--- config.mk ---
export PLATFORM = sky130hd
export DESIGN_NAME = irq_hub
export DESIGN_NICKNAME = d
export VERILOG_FILES = /design/src/rtl/irq_hub_pkg.sv /design/src/rtl/irq_hub_capture.sv /design/src/rtl/irq_hub_pick.sv /design/src/rtl/irq_hub.sv
export SDC_FILE = /design/constraint.sdc
export NUM_CORES = 1
export LEC_CHECK = 0
export BUFFER_PORTS_ARGS = -buffer_cell sky130_fd_sc_hd__buf_2
export CORE_MARGIN = 2
export CORE_UTILIZATION = 43
export DETAILED_ROUTE_END_ITERATION = 6
export PLACE_DENSITY = 0.75
export SLEW_MARGIN = 20
export SYNTH_ARGS = -nofsm -noshare
export SYNTH_HDL_FRONTEND = slang
export SYNTH_SLANG_ARGS = --single-unit
--- constraint.sdc ---
create_clock -name clk -period 4.7 [get_ports clk]
set_input_delay 0.94 -clock clk [delete_from_list [all_inputs] [get_ports clk]]
set_output_delay 0.94 -clock clk [all_outputs]
set_load 0.1 [all_outputs]
--- src/rtl/irq_hub_pkg.sv ---
`timescale 1ns/1ps
package irq_hub_pkg;

   localparam int DATA_W = 8;

   // location-0 write word fields
   localparam int F_SETUP  = 7;
   localparam int F_SELECT = 6;
   localparam int F_EOI    = 5;
   localparam int F_SPEC   = 4;
   localparam int F_ROTATE = 3;
   localparam int F_LEVEL  = 0;
   localparam int F_AUTO   = 1;

   typedef enum logic [2:0] {
      CMD_NONE,
      CMD_SETUP,
      CMD_SELECT,
      CMD_EOI,
      CMD_ROTATE
   } cmd_e;

   function automatic cmd_e decode_cmd(input logic [DATA_W-1:0] w);
      if (w[F_SETUP])       return CMD_SETUP;
      else if (w[F_SELECT]) return CMD_SELECT;
      else if (w[F_EOI])    return CMD_EOI;
      else if (w[F_ROTATE]) return CMD_ROTATE;
      else                  return CMD_NONE;
   endfunction

endpackage

--- src/rtl/irq_hub_capture.sv ---
`timescale 1ns/1ps
module irq_hub_capture #(
   parameter int NUM_LINES = 8
) (
   input  logic                 clk,
   input  logic                 rst_n,
   input  logic                 level,
   input  logic                 flush,
   input  logic [NUM_LINES-1:0] clr,
   input  logic [NUM_LINES-1:0] req_in,
   output logic [NUM_LINES-1:0] pend
);

   for (genvar i = 0; i < NUM_LINES; i++) begin : g_line
      logic prev_r;
      logic pend_r;

      always_ff @(posedge clk or negedge rst_n) begin
         if (!rst_n) begin
            prev_r <= 1'b0;
            pend_r <= 1'b0;
         end else begin
            prev_r <= req_in[i];
            if (flush)
               pend_r <= 1'b0;
            else if (level)
               pend_r <= req_in[i];
            else if (req_in[i] && !prev_r)
               pend_r <= 1'b1;
            else if (clr[i])
               pend_r <= 1'b0;
         end
      end

      assign pend[i] = pend_r;
   end

endmodule

--- src/rtl/irq_hub_pick.sv ---
`timescale 1ns/1ps
module irq_hub_pick #(
   parameter int NUM_LINES = 8,
   localparam int IDX_W    = $clog2(NUM_LINES)
) (
   input  logic [NUM_LINES-1:0] vec,
   input  logic [IDX_W-1:0]     top,
   output logic                 found,
   output logic [IDX_W-1:0]     sel,
   output logic [IDX_W-1:0]     rank
);

   logic [IDX_W-1:0] pos;

   // scan from the lowest rank upward; the last hit (rank 0 side) wins
   always_comb begin
      found = 1'b0;
      sel   = '0;
      rank  = '0;
      pos   = '0;
      for (int k = NUM_LINES - 1; k >= 0; k--) begin
         pos = top + IDX_W'(k);
         if (vec[pos]) begin
            found = 1'b1;
            sel   = pos;
            rank  = IDX_W'(k);
         end
      end
   end

endmodule

--- src/rtl/irq_hub.sv ---
`timescale 1ns/1ps
module irq_hub
   import irq_hub_pkg::*;
#(
   parameter int NUM_LINES = 8
) (
   input  logic                 clk,
   input  logic                 rst_n,
   input  logic [NUM_LINES-1:0] irq_in,
   input  logic                 wr_en,
   input  logic                 addr,
   input  logic [DATA_W-1:0]    wdata,
   output logic [DATA_W-1:0]    rdata,
   output logic                 irq_out,
   input  logic                 ack,
   output logic                 vec_valid,
   output logic [DATA_W-1:0]    vec_out
);

   localparam int IDX_W = $clog2(NUM_LINES);
   localparam logic [IDX_W-1:0] LAST = IDX_W'(NUM_LINES - 1);

   initial begin
      if (NUM_LINES < 2 || NUM_LINES > DATA_W || (NUM_LINES & (NUM_LINES - 1)) != 0)
         $error("irq_hub: NUM_LINES must be a power of two between 2 and %0d", DATA_W);
   end

   // configuration and service state
   logic                 level_q, aeoi_q, rot_q, sel_isr_q, want_base_q;
   logic [DATA_W-1:0]    base_q;
   logic [NUM_LINES-1:0] mask_q, isr_q, isr_d, irr_q, clr_vec;
   logic [IDX_W-1:0]     low_q, low_d, top_w, cur_q;
   logic                 phase_q, vec_valid_q;
   logic [DATA_W-1:0]    vec_q;

   // command decode
   cmd_e cmd;
   logic wr_setup, wr_select, wr_eoi, wr_rotate, wr_hi;
   assign cmd       = decode_cmd(wdata);
   assign wr_setup  = wr_en && !addr && cmd == CMD_SETUP;
   assign wr_select = wr_en && !addr && cmd == CMD_SELECT;
   assign wr_eoi    = wr_en && !addr && cmd == CMD_EOI;
   assign wr_rotate = wr_en && !addr && cmd == CMD_ROTATE;
   assign wr_hi     = wr_en &&  addr;

   // priority resolution
   logic             req_v, isr_v;
   logic [IDX_W-1:0] req_sel, req_rank, isr_sel, isr_rank;

   assign top_w = low_q + 1'b1;

   irq_hub_pick #(.NUM_LINES(NUM_LINES)) u_req_pick (
      .vec(irr_q & ~mask_q), .top(top_w),
      .found(req_v), .sel(req_sel), .rank(req_rank)
   );

   irq_hub_pick #(.NUM_LINES(NUM_LINES)) u_isr_pick (
      .vec(isr_q), .top(top_w),
      .found(isr_v), .sel(isr_sel), .rank(isr_rank)
   );

   assign irq_out = req_v && (!isr_v || req_rank < isr_rank);

   // acknowledge handling
   logic ack1, ack2, take;
   assign ack1 = ack && !phase_q;
   assign ack2 = ack &&  phase_q;
   assign take = ack1 && irq_out;

   assign clr_vec = (take && !level_q) ? (NUM_LINES'(1) << req_sel) : '0;

   irq_hub_capture #(.NUM_LINES(NUM_LINES)) u_capture (
      .clk(clk), .rst_n(rst_n), .level(level_q), .flush(wr_setup),
      .clr(clr_vec), .req_in(irq_in), .pend(irr_q)
   );

   // in-service and rotation next state
   always_comb begin
      isr_d = isr_q;
      low_d = low_q;
      if (wr_setup) begin
         isr_d = '0;
         low_d = LAST;
      end else begin
         if (wr_rotate && !wdata[0])
            low_d = LAST;
         if (wr_eoi) begin
            if (wdata[F_SPEC]) begin
               isr_d[wdata[IDX_W-1:0]] = 1'b0;
               if (rot_q) low_d = wdata[IDX_W-1:0];
            end else if (isr_v) begin
               isr_d[isr_sel] = 1'b0;
               if (rot_q) low_d = isr_sel;
            end
         end
         if (take) begin
            if (!aeoi_q)
               isr_d[req_sel] = 1'b1;
            else if (rot_q)
               low_d = req_sel;
         end
      end
   end

   always_ff @(posedge clk or negedge rst_n) begin
      if (!rst_n) begin
         level_q     <= 1'b0;
         aeoi_q      <= 1'b0;
         rot_q       <= 1'b0;
         sel_isr_q   <= 1'b0;
         want_base_q <= 1'b0;
         base_q      <= '0;
         mask_q      <= '0;
         isr_q       <= '0;
         low_q       <= LAST;
         phase_q     <= 1'b0;
         cur_q       <= '0;
         vec_valid_q <= 1'b0;
         vec_q       <= '0;
      end else begin
         isr_q       <= isr_d;
         low_q       <= low_d;
         vec_valid_q <= 1'b0;
         if (wr_setup) begin
            level_q     <= wdata[F_LEVEL];
            aeoi_q      <= wdata[F_AUTO];
            rot_q       <= 1'b0;
            sel_isr_q   <= 1'b0;
            want_base_q <= 1'b1;
            mask_q      <= '0;
            phase_q     <= 1'b0;
         end else begin
            if (wr_select) sel_isr_q <= wdata[0];
            if (wr_rotate) rot_q     <= wdata[0];
            if (wr_hi) begin
               if (want_base_q) begin
                  base_q      <= wdata;
                  want_base_q <= 1'b0;
               end else begin
                  mask_q <= wdata[NUM_LINES-1:0];
               end
            end
            if (ack1) begin
               phase_q <= 1'b1;
               cur_q   <= take ? req_sel : LAST;
            end else if (ack2) begin
               phase_q     <= 1'b0;
               vec_valid_q <= 1'b1;
               vec_q       <= {base_q[DATA_W-1:IDX_W], cur_q};
            end
         end
      end
   end

   assign vec_valid = vec_valid_q;
   assign vec_out   = vec_q;
   assign rdata     = addr ? DATA_W'(mask_q) : DATA_W'(sel_isr_q ? isr_q : irr_q);

endmodule

==> flow_metrics.py, run 1 <==
metrics = {
    "die": {
        "io_pins": 39,
        "core_region_area_mm2": 0.0116,
        "start_util_pct": 44.6,
        "dieArea_mm2": 0.0129,
        "rows": 39,
        "die_width_um": 113,
        "die_h_um": 113,
    },
    "clock_tree": {
        "h-tree-depth": 3,
        "cts_tree": "yes",
        "clock_latency_ns": 0.33,
        "clockRootBuffer": "clkbuf_16",
        "numCtsBuffers": 9,
        "cts_sinks": 58,
        "cts-hold-fix-buffers": 0,
        "clk_pin_slew_ns": 0.05,
        "cts_buffer_depth": 2,
    },
    "synth": {
        "synth_most_common_cell": "dfrtp_1",
        "ys_seq_area_share_pct": 28.2,
        "avgSynthCellArea_um2": 9.32,
        "synth_cell_types": 84,
        "ys_top_cells_by_count": "55 x dfrtp_1, 41 x nand2_1, 36 x a21oi_1",
        "synth-seq-cells": 58,
        "synth_area_mm2": 0.00515,
        "synthTopCellsByArea": "dfrtp_1 27%, mux4_2 7.0%, mux2i_1 4.7%, mux2_2 4.6%, a21oi_1 3.5%",
        "synth_fp_nets": 578,
        "synth_top_cell_by_area": "dfrtp_1",
        "synth_top_area_share_pct": 26.7,
        "synth-edff-count": 0,
        "synthArstFlopShare_pct": 100,
        "synthCells": 553,
        "yosys_warnings": 0,
        "synthFlopType": "dfrtp_1",
    },
    "sta": {
        "clock_skew_ns": 0.00789,
        "max_slew.worst_pin.slew_ns": 1.05,
        "hold_viol": 0,
        "period_share_pct": 102,
        "final.min_clock_period_ns": 4.81,
        "max_slew_margin_pct": 29.8,
        "rsz0062_at_grt": "yes",
        "setup_viol": 1,
        "fmax_mhz": 208,
        "drv_slew": 0,
        "setup_slack_ns": -0.113,
    },
    "routing": {
        "drt_iter0_drc": 545,
        "wl_per_cell_um": 23.0,
        "drtPass1Iterations": 5,
        "num_vias": 5391,
        "drc": 0,
        "top_layer": "met4",
        "wl_um": 17800,
        "ant_nets": 0,
        "wl_met1_um": 6940,
        "wl_met3_um": 1740,
        "via_per_inst": 6.96,
        "wl_met2_um": 8210,
    },
    "run": {
        "cap_violations": 0,
    },
    "global_route": {
        "grt_pass1_vias": 5113,
        "grt.total_usage_pct": 26.2,
        "overflow": 0,
        "grt_pass1_wl_um": 27000,
        "antenna_found_initial": 0,
        "grt_max_degree": 59,
    },
    "cells_and_area": {
        "antenna_cells": 0,
        "drive_gt1_share_pct": 33.7,
        "fin_area_mm2": 0.00652,
        "layout.nets": 654,
        "area_growth_syn_to_layout_pct": 26.5,
    },
    "setup_path": {
        "crit_path_start_kind": "flop",
        "cp-end-kind": "output port",
        "cp.required_ns": 3.76,
        "r2r_end": "low_q[2]$_DFF_PN1_",
        "r2r-start": "low_q[0]$_DFF_PN1_",
        "rr_worst_depth": 17,
        "cp_data_arrival_time_ns": 3.87,
        "critPathMaxFanout": 7,
        "critical_path.endpoint": "irq_out",
        "critPathKind": "flop to output port",
        "critical_path.startpoint": "low_q[0]$_DFF_PN1_",
        "r2r_slack_ns": 0.57,
    },
    "placed_design": {
        "io_buffers": 38,
        "gp_congestion": 1.03,
        "placed_area_mm2": 0.00562,
        "dp_hpwl_um": 11600,
    },
    "outcome": {
        "status": "complete, but fails checks",
        "violations": "negative setup slack",
    },
    "worst_hold_path": {
        "hold_class": "flop to flop",
    },
}
[per-layer routing]
layer  vias up  track usage [%]
met1      2592             34.9
met4         0             12.2
met3        87             5.26
met2       384             41.3
li1       2328                -
met5         -                0
[cells in the final DEF (no fill, tap or decap), types with 10 or more instances in the layout]
| cell | instances |
|---|---|
| a21oi_1 | 32 |
| nor4_4 | 11 |
| nand3_1 | 14 |
| inv_1 | 10 |
| nor2b_1 | 14 |
| nor4_1 | 11 |
| clkbuf_16 | 11 |
| o21ai_0 | 20 |
| o211ai_1 | 10 |
| dfrtp_1 | 55 |
| nor2_1 | 33 |
| nand2b_1 | 17 |
| mux2i_1 | 23 |
| nor3_1 | 11 |
| a211oi_1 | 15 |
| nand2_1 | 38 |
| buf_2 | 37 |
| buf_4 | 52 |
| mux2_2 | 20 |
| mux4_2 | 18 |
| a21boi_0 | 11 |
[layout make-up]
| cell class | count | area, µm² |
|---|---|---|
| clock buffer | 11 | 243 |
| clock inverter | 3 | 17.5 |
| fill | 932 | 5050 |
| inverter | 13 | 56.3 |
| multi-input combinational | 448 | 3800 |
| sequential | 58 | 1460 |
| tap | 143 | 179 |
| timing repair buffer | 99 | 767 |
[worst min path at each step]
stage | from | end | slack [ns] | depth (start not counted)
floorplan | base_q[3]$_DFFE_PN0P_ | base_q[3]$_DFFE_PN0P_ | 0.47 | 1
global route | vec_out[4]$_DFFE_PN0P_ | vec_out[4]$_DFFE_PN0P_ | 0.53 | 1
finish | vec_out[4]$_DFFE_PN0P_ | vec_out[4]$_DFFE_PN0P_ | 0.50 | 1
detailed placement | base_q[3]$_DFFE_PN0P_ | base_q[3]$_DFFE_PN0P_ | 0.49 | 1
CTS | vec_out[4]$_DFFE_PN0P_ | vec_out[4]$_DFFE_PN0P_ | 0.51 | 1
global placement | base_q[5]$_DFFE_PN0P_ | base_q[5]$_DFFE_PN0P_ | 0.48 | 1
[worst max-delay path, stage by stage (launching register included)]
cell,delay (ns)
dfstp_2,0.53
inv_2,0.05
ha_4,0.29
buf_12,0.12
buf_4,0.17
nor4bb_2,0.07
nor4_2,0.36
mux2_4,0.25
nand3_1,0.14
o211ai_1,0.29
a21oi_2,0.11
ha_4,0.28
a21oi_2,0.05
a21boi_2,0.14
o32a_1,0.18
a31oi_4,0.26
inv_8,0.05
buf_12,0.16
[state kept, by name, indices dropped and copies added, names as in the netlist, 3 cells and up]
name                     count
mask_q                       8
u_capture.g_line.prev_r      8
vec_out                      8
isr_q                        8
u_capture.g_line.pend_r      8
cur_q                        3
low_q                        3
base_q                       5
[cells by family (layout without fill, tap and decap cells)]
| group | Yosys count | in the layout | share of synthesized area [%] |
|---|---|---|---|
| and+or+nand+nor | 206 | 206 | 23.3 |
| AOI/OAI and AO/OA | 168 | 168 | 23.8 |
| muxes | 65 | 65 | 17.8 |
| DFF | 58 | 58 | 28.2 |
| buffers and inverters | 47 | 126 | 4.10 |
| xor gates and xnor gates | 5 | 5 | 1.70 |
| adders and majority gates | 4 | 4 | 0.971 |
[timing repair]
action / CTS / global route
cloned: 1 / 2
setup endpoints to repair: 1 / 1
setup buffers: 13 / 16
resized for setup: 29 / 37
pin swaps: 2 / 16
[stage by stage]
step | instances | setup TNS [ns] | hold slack, ns | utilization [%] | setup WS (ns)
after floorplan | 553 | 0 | 0.474 | - | 0.0130
after global placement | 729 | 0 | 0.483 | 48.6 | 0.106
after detailed placement | 729 | -0.0299 | 0.490 | 48.6 | -0.0299
after CTS | 757 | 0 | 0.506 | 53.1 | 0.0196
after global routing | 775 | -0.252 | 0.525 | 56.4 | -0.252
final | 775 | -0.113 | 0.501 | 56.4 | -0.113
Power of run 1 is left out: the tool's default activity adds up to more than one toggle a clock period on the data nets, which glitch-free logic cannot reach.
==> inputs of run 2 (changes only) <==
--- a/config.mk
+++ b/config.mk
@@ -10,6 +10,7 @@
 export CORE_UTILIZATION = 43
 export DETAILED_ROUTE_END_ITERATION = 6
 export PLACE_DENSITY = 0.75
+export RECOVER_POWER = 100
 export SLEW_MARGIN = 20
 export SYNTH_ARGS = -nofsm -noshare
 export SYNTH_HDL_FRONTEND = slang
==> run 2 against run 1 <==
The flow finishes with violations (max-capacitance violations, max-slew violations, negative setup slack). Via count grew 0.33%. First-iteration DRC count decreased by 14%. Sequential share of layout area is 0.099 points higher. Cell area down 0.44%. Die area unchanged. Hold slack better by 0.0019 ns. Setup slack got worse by 0.0047 ns. Routed wire length down 0.72%. Utilization fell by 0.25 points. Fmax is essentially flat. Critical path type unchanged. Largest cell class unchanged.
==> flow_metrics.py, run 2 (synthesized netlist as in run 1, its figures left out) <==
metrics = {
    "outcome": {
        "status": "complete, but fails checks",
        "violations": "max-capacitance violations, max-slew violations, negative setup slack",
    },
    "run": {
        "cap_violations": 1,
    },
    "clock_tree": {
        "cts-hold-fix-buffers": 0,
        "clk_pin_slew_ns": 0.05,
        "numCtsBuffers": 9,
        "cts_sinks": 58,
        "clock_latency_ns": 0.33,
        "cts_buffer_depth": 2,
        "h-tree-depth": 3,
        "cts_tree": "yes",
        "clockRootBuffer": "clkbuf_16",
    },
    "setup_path": {
        "r2r_end": "u_capture.g_line[2].pend_r$_DFFE_PN0P_",
        "rr_worst_depth": 19,
        "path_cells": "inv_2 -> ha_4 -> buf_12 -> buf_4 -> nor4bb_2 -> nor4_2 -> mux2_4 -> nand3_1 -> o211ai_1 -> a21oi_2 -> ha_4 -> a21oi_2 -> a21boi_2 -> o32a_1 -> a31oi_4 -> inv_8 -> buf_12",
        "slowest_stage": "dfstp_2",
        "cp-end-kind": "output port",
        "cp.required_ns": 3.76,
        "critPathMaxStageDelay_ns": 0.53,
        "r2r_slack_ns": 0.58,
        "critPathKind": "flop to output port",
        "crit_path_start_kind": "flop",
        "cp_data_arrival_time_ns": 3.88,
        "critPathMaxFanout": 7,
        "r2r-start": "low_q[0]$_DFF_PN1_",
    },
    "global_route": {
        "grt.total_usage_pct": 26.2,
        "grt_pass1_vias": 5113,
        "grt_pass1_wl_um": 27000,
        "overflow": 0,
        "antenna_found_initial": 0,
        "grt_max_degree": 59,
    },
    "routing": {
        "via_per_inst": 6.98,
        "drt_iter0_drc": 466,
        "num_vias": 5409,
        "wl_per_cell_um": 22.8,
        "wl_um": 17700,
        "ant_nets": 0,
        "drtPass1Iterations": 5,
        "drc": 0,
    },
    "sta": {
        "period_share_pct": 102,
        "final.min_clock_period_ns": 4.82,
        "max_slew_margin_pct": -100,
        "hold_viol": 0,
        "max_slew.worst_pin.slew_ns": 3.00,
        "fmax_mhz": 208,
        "clock_skew_ns": 0.00581,
        "setup_slack_ns": -0.117,
        "drv_slew": 59,
        "rsz0062_at_grt": "yes",
        "setup_viol": 1,
    },
    "die": {
        "start_util_pct": 44.6,
        "io_pins": 39,
        "die_h_um": 113,
        "core_region_area_mm2": 0.0116,
        "dieArea_mm2": 0.0129,
        "rows": 39,
        "die_width_um": 113,
    },
    "cells_and_area": {
        "fillCellCount": 952,
        "layout.nets": 654,
        "final_common_cell": "dfrtp_1",
        "area_growth_syn_to_layout_pct": 25.9,
        "antenna_cells": 0,
        "drive_gt1_share_pct": 30.4,
        "layout_common_cells": "55 x dfrtp_1, 51 x buf_4, 38 x nand2_1",
    },
    "worst_hold_path": {
        "min_from": "base_q[4]$_DFFE_PN0P_",
        "hold_depth": 1,
        "min_to": "base_q[4]$_DFFE_PN0P_",
        "hold_class": "flop to flop",
    },
    "placed_design": {
        "dp_hpwl_um": 11600,
        "io_buffers": 38,
        "gp_congestion": 1.03,
        "dp_slack_ns": -0.0299,
    },
}
## run 2: cell types whose count changed in the layout (fill, tap and decap cells not counted)
cell      previous run  this run
buf_2               37        17
buf_4               52        51
and2_0               1         2
and2_1               3         2
clkbuf_1             1        22
## run 2: what timing repair did
item                                    4_1_cts  5_1_grt
gates resized for setup                      29       37
buffers inserted                             13       16
endpoints found under the setup margin        1        1
pin swaps                                     2       16
gates cloned                                  1        2
## run 2: per-stage QoR
| step | util (%) | setup TNS (ns) | std cells | instance area (µm²) | hold WS (ns) |
|---|---|---|---|---|---|
| global placement | 48.6 | 0 | 729 | 5620 | 0.483 |
| floorplan | - | 0 | 553 | 5170 | 0.474 |
| CTS | 53.1 | 0 | 757 | 6150 | 0.506 |
| detailed placement | 48.6 | -0.0299 | 729 | 5620 | 0.490 |
| global route | 56.1 | -0.252 | 775 | 6490 | 0.519 |
| finish | 56.1 | -0.117 | 775 | 6490 | 0.503 |
## run 2: layer usage
metal / track usage (%) / up-vias / wire, µm
li1: - / 2332 / -
met1: 34.9 / 2584 / 6900
met2: 41.3 / 398 / 8150
met3: 5.26 / 95 / 1650
met4: 12.2 / 0 / 991
met5: 0 / - / 0
## run 2: worst max path at each step
stage                       startpoint  endpoint  slack (ns)  depth (start not counted)
global route        low_q[0]$_DFF_PN1_   irq_out       -0.25                         17
floorplan           low_q[0]$_DFF_PN1_   irq_out        0.01                         15
global placement    low_q[0]$_DFF_PN1_   irq_out        0.11                         16
detailed placement  low_q[0]$_DFF_PN1_   irq_out       -0.03                         15
CTS                 low_q[0]$_DFF_PN1_   irq_out        0.02                         15
finish              low_q[0]$_DFF_PN1_   irq_out       -0.12                         17
## run 2: final cells by class
| cell class | count | area, µm² | area share [%] |
|---|---|---|---|
| clock buffer | 11 | 243 | 3.74 |
| clock inverter | 3 | 17.5 | 0.270 |
| inverter | 13 | 56.3 | 0.868 |
| multi-input combinational | 448 | 3800 | 58.6 |
| sequential | 58 | 1460 | 22.4 |
| tap | 143 | 179 | 2.76 |
| timing repair buffer | 99 | 738 | 11.4 |
## run 2: critical path, delay by kind of cell, from the launching register on
kind | cells | cell delay (ns)
compound gates | 6 | 1.05
fa+ha+maj | 2 | 0.57
buf+inv | 5 | 0.57
simple gates | 3 | 0.56
flops | 1 | 0.53
mux | 1 | 0.25
Power of run 2 is left out for the same reason.
==> inputs of run 3 (changes only) <==
--- a/config.mk
+++ b/config.mk
@@ -10,7 +10,7 @@
 export CORE_UTILIZATION = 43
 export DETAILED_ROUTE_END_ITERATION = 6
 export PLACE_DENSITY = 0.75
-export RECOVER_POWER = 100
+export RECOVER_POWER = 25
 export SLEW_MARGIN = 20
 export SYNTH_ARGS = -nofsm -noshare
 export SYNTH_HDL_FRONTEND = slang
==> run 3 against run 2 <==
The run still ends with max-capacitance violations, max-slew violations, negative setup slack left. Utilization up 0.18 points. Cell count unchanged. Setup slack better by 0.0035 ns. Sequential cell count unchanged. Hold slack worse by 0.0018 ns. Global-route usage unchanged. Clock skew up 0.00093 ns. Via count down 0.35%. Critical path depth unchanged. Sequential share of layout area down 0.073 points. First-iteration DRC count up 18%. Cell area up 0.33%. Critical endpoint unchanged.
==> flow_metrics.py, run 3 (synthesized netlist as in run 1, its figures left out) <==
metrics = {
    "outcome": {
        "status": "complete, but fails checks",
        "violations": "max-capacitance violations, max-slew violations, negative setup slack",
    },
    "setup_path": {
        "critPathKind": "flop to output port",
        "cp-end-kind": "output port",
        "cp_data_arrival_time_ns": 3.87,
        "crit_path_start_kind": "flop",
        "critPathMaxFanout": 7,
        "cp.required_ns": 3.76,
    },
    "placed_design": {
        "gp_congestion": 1.03,
        "io_buffers": 38,
        "dp_hpwl_um": 11600,
        "dp_slack_ns": -0.0299,
    },
    "routing": {
        "via_per_inst": 6.95,
        "ant_nets": 0,
        "wl_per_cell_um": 23.0,
        "drtPass1Iterations": 5,
        "drc": 0,
        "drt_iter0_drc": 548,
        "num_vias": 5390,
        "wl_um": 17800,
    },
    "global_route": {
        "antenna_found_initial": 0,
        "overflow": 0,
        "grt.total_usage_pct": 26.2,
        "grtUsageMet1_pct": 34.9,
        "grt_pass1_wl_um": 27000,
        "met3_usage_pct": 5.26,
        "grt_max_degree": 59,
        "grt_busiest_layer": "met2",
        "grt_pass1_vias": 5113,
        "met2_usage_pct": 41.3,
    },
    "cells_and_area": {
        "area_growth_syn_to_layout_pct": 26.3,
        "drive_gt1_share_pct": 33.1,
        "final_common_cell": "dfrtp_1",
        "layout.nets": 654,
        "antenna_cells": 0,
        "layout_common_cells": "55 x dfrtp_1, 51 x buf_4, 38 x nand2_1",
    },
    "clock_tree": {
        "numCtsBuffers": 9,
        "clock_latency_ns": 0.33,
        "cts_tree": "yes",
        "clk_pin_slew_ns": 0.05,
        "cts_buffer_depth": 2,
        "cts_sinks": 58,
        "h-tree-depth": 3,
        "clockRootBuffer": "clkbuf_16",
    },
    "die": {
        "dieArea_mm2": 0.0129,
        "start_util_pct": 44.6,
        "die_h_um": 113,
        "rows": 39,
        "io_pins": 39,
        "die_width_um": 113,
        "core_region_area_mm2": 0.0116,
    },
    "run": {
        "cap_violations": 1,
    },
    "sta": {
        "setup_slack_ns": -0.114,
        "max_slew_margin_pct": -101,
        "rsz0062_at_grt": "yes",
        "period_share_pct": 102,
        "hold_viol": 0,
        "drv_slew": 59,
        "max_slew.worst_pin.slew_ns": 3.01,
        "clock_skew_ns": 0.00674,
        "fmax_mhz": 208,
        "final.min_clock_period_ns": 4.81,
        "setup_viol": 1,
    },
    "worst_hold_path": {
        "hold_class": "flop to flop",
    },
}
## run 3: cell count changes in the layout (fill, tap and decap cells not counted), sizes merged
cell	delta
buf	+17
clkbuf	-17
## run 3: final timing paths
path                                              from                                    to  slack, ns  cells after the start
worst max-delay path                low_q[0]$_DFF_PN1_                               irq_out      -0.11                     17
worst min-delay path            vec_out[4]$_DFFE_PN0P_                vec_out[4]$_DFFE_PN0P_       0.50                      1
worst max register to register      low_q[0]$_DFF_PN1_                    low_q[2]$_DFF_PN1_       0.57                     17
worst min register to register  vec_out[4]$_DFFE_PN0P_                vec_out[4]$_DFFE_PN0P_       0.50                      1
max in group asynchronous                        rst_n  u_capture.g_line[2].prev_r$_DFF_PN0_       1.30                      2
min in group asynchronous                        rst_n                  cur_q[0]$_DFFE_PN0P_       1.70                      2
## run 3: layer usage
metal / routed length (µm) / share of wire [%]
met1: 7040 / 40
met2: 8230 / 46
met3: 1620 / 9.1
met4: 928 / 5.2
met5: 0 / 0
## run 3: area by class of cell
class / count / area (µm²)
Sequential cell: 58 / 1460
Clock inverter: 3 / 17.5
Timing Repair Buffer: 99 / 759
Fill cell: 937 / 5050
Clock buffer: 11 / 243
Tap cell: 143 / 179
Multi-Input combinational cell: 448 / 3800
Inverter: 13 / 56.3
## run 3: critical path: stages, from the launching register on
cell and delay, ns:
dfstp_2 0.53, inv_2 0.05, ha_4 0.29, buf_12 0.12
buf_4 0.17, nor4bb_2 0.07, nor4_2 0.36, mux2_4 0.25
nand3_1 0.14, o211ai_1 0.29, a21oi_2 0.11, ha_4 0.28
a21oi_2 0.05, a21boi_2 0.14, o32a_1 0.18, a31oi_4 0.27
inv_8 0.05, buf_12 0.17
## run 3: what timing repair did
action,CTS,global route
pin swaps,2,16
gates cloned,1,2
setup endpoints to repair,1,1
gates resized for setup,29,37
hold buffers,0,0
buffers inserted,13,16
## run 3: through the flow
step | hold WS, ns | instance area [µm²] | utilization [%] | setup TNS (ns) | instances
global route | 0.525 | 6510 | 56.3 | -0.252 | 775
global placement | 0.483 | 5620 | 48.6 | 0 | 729
CTS | 0.506 | 6150 | 53.1 | 0 | 757
detailed placement | 0.490 | 5620 | 48.6 | -0.0299 | 729
floorplan | 0.474 | 5170 | - | 0 | 553
finish | 0.501 | 6510 | 56.3 | -0.114 | 775
Power of run 3 is left out for the same reason.
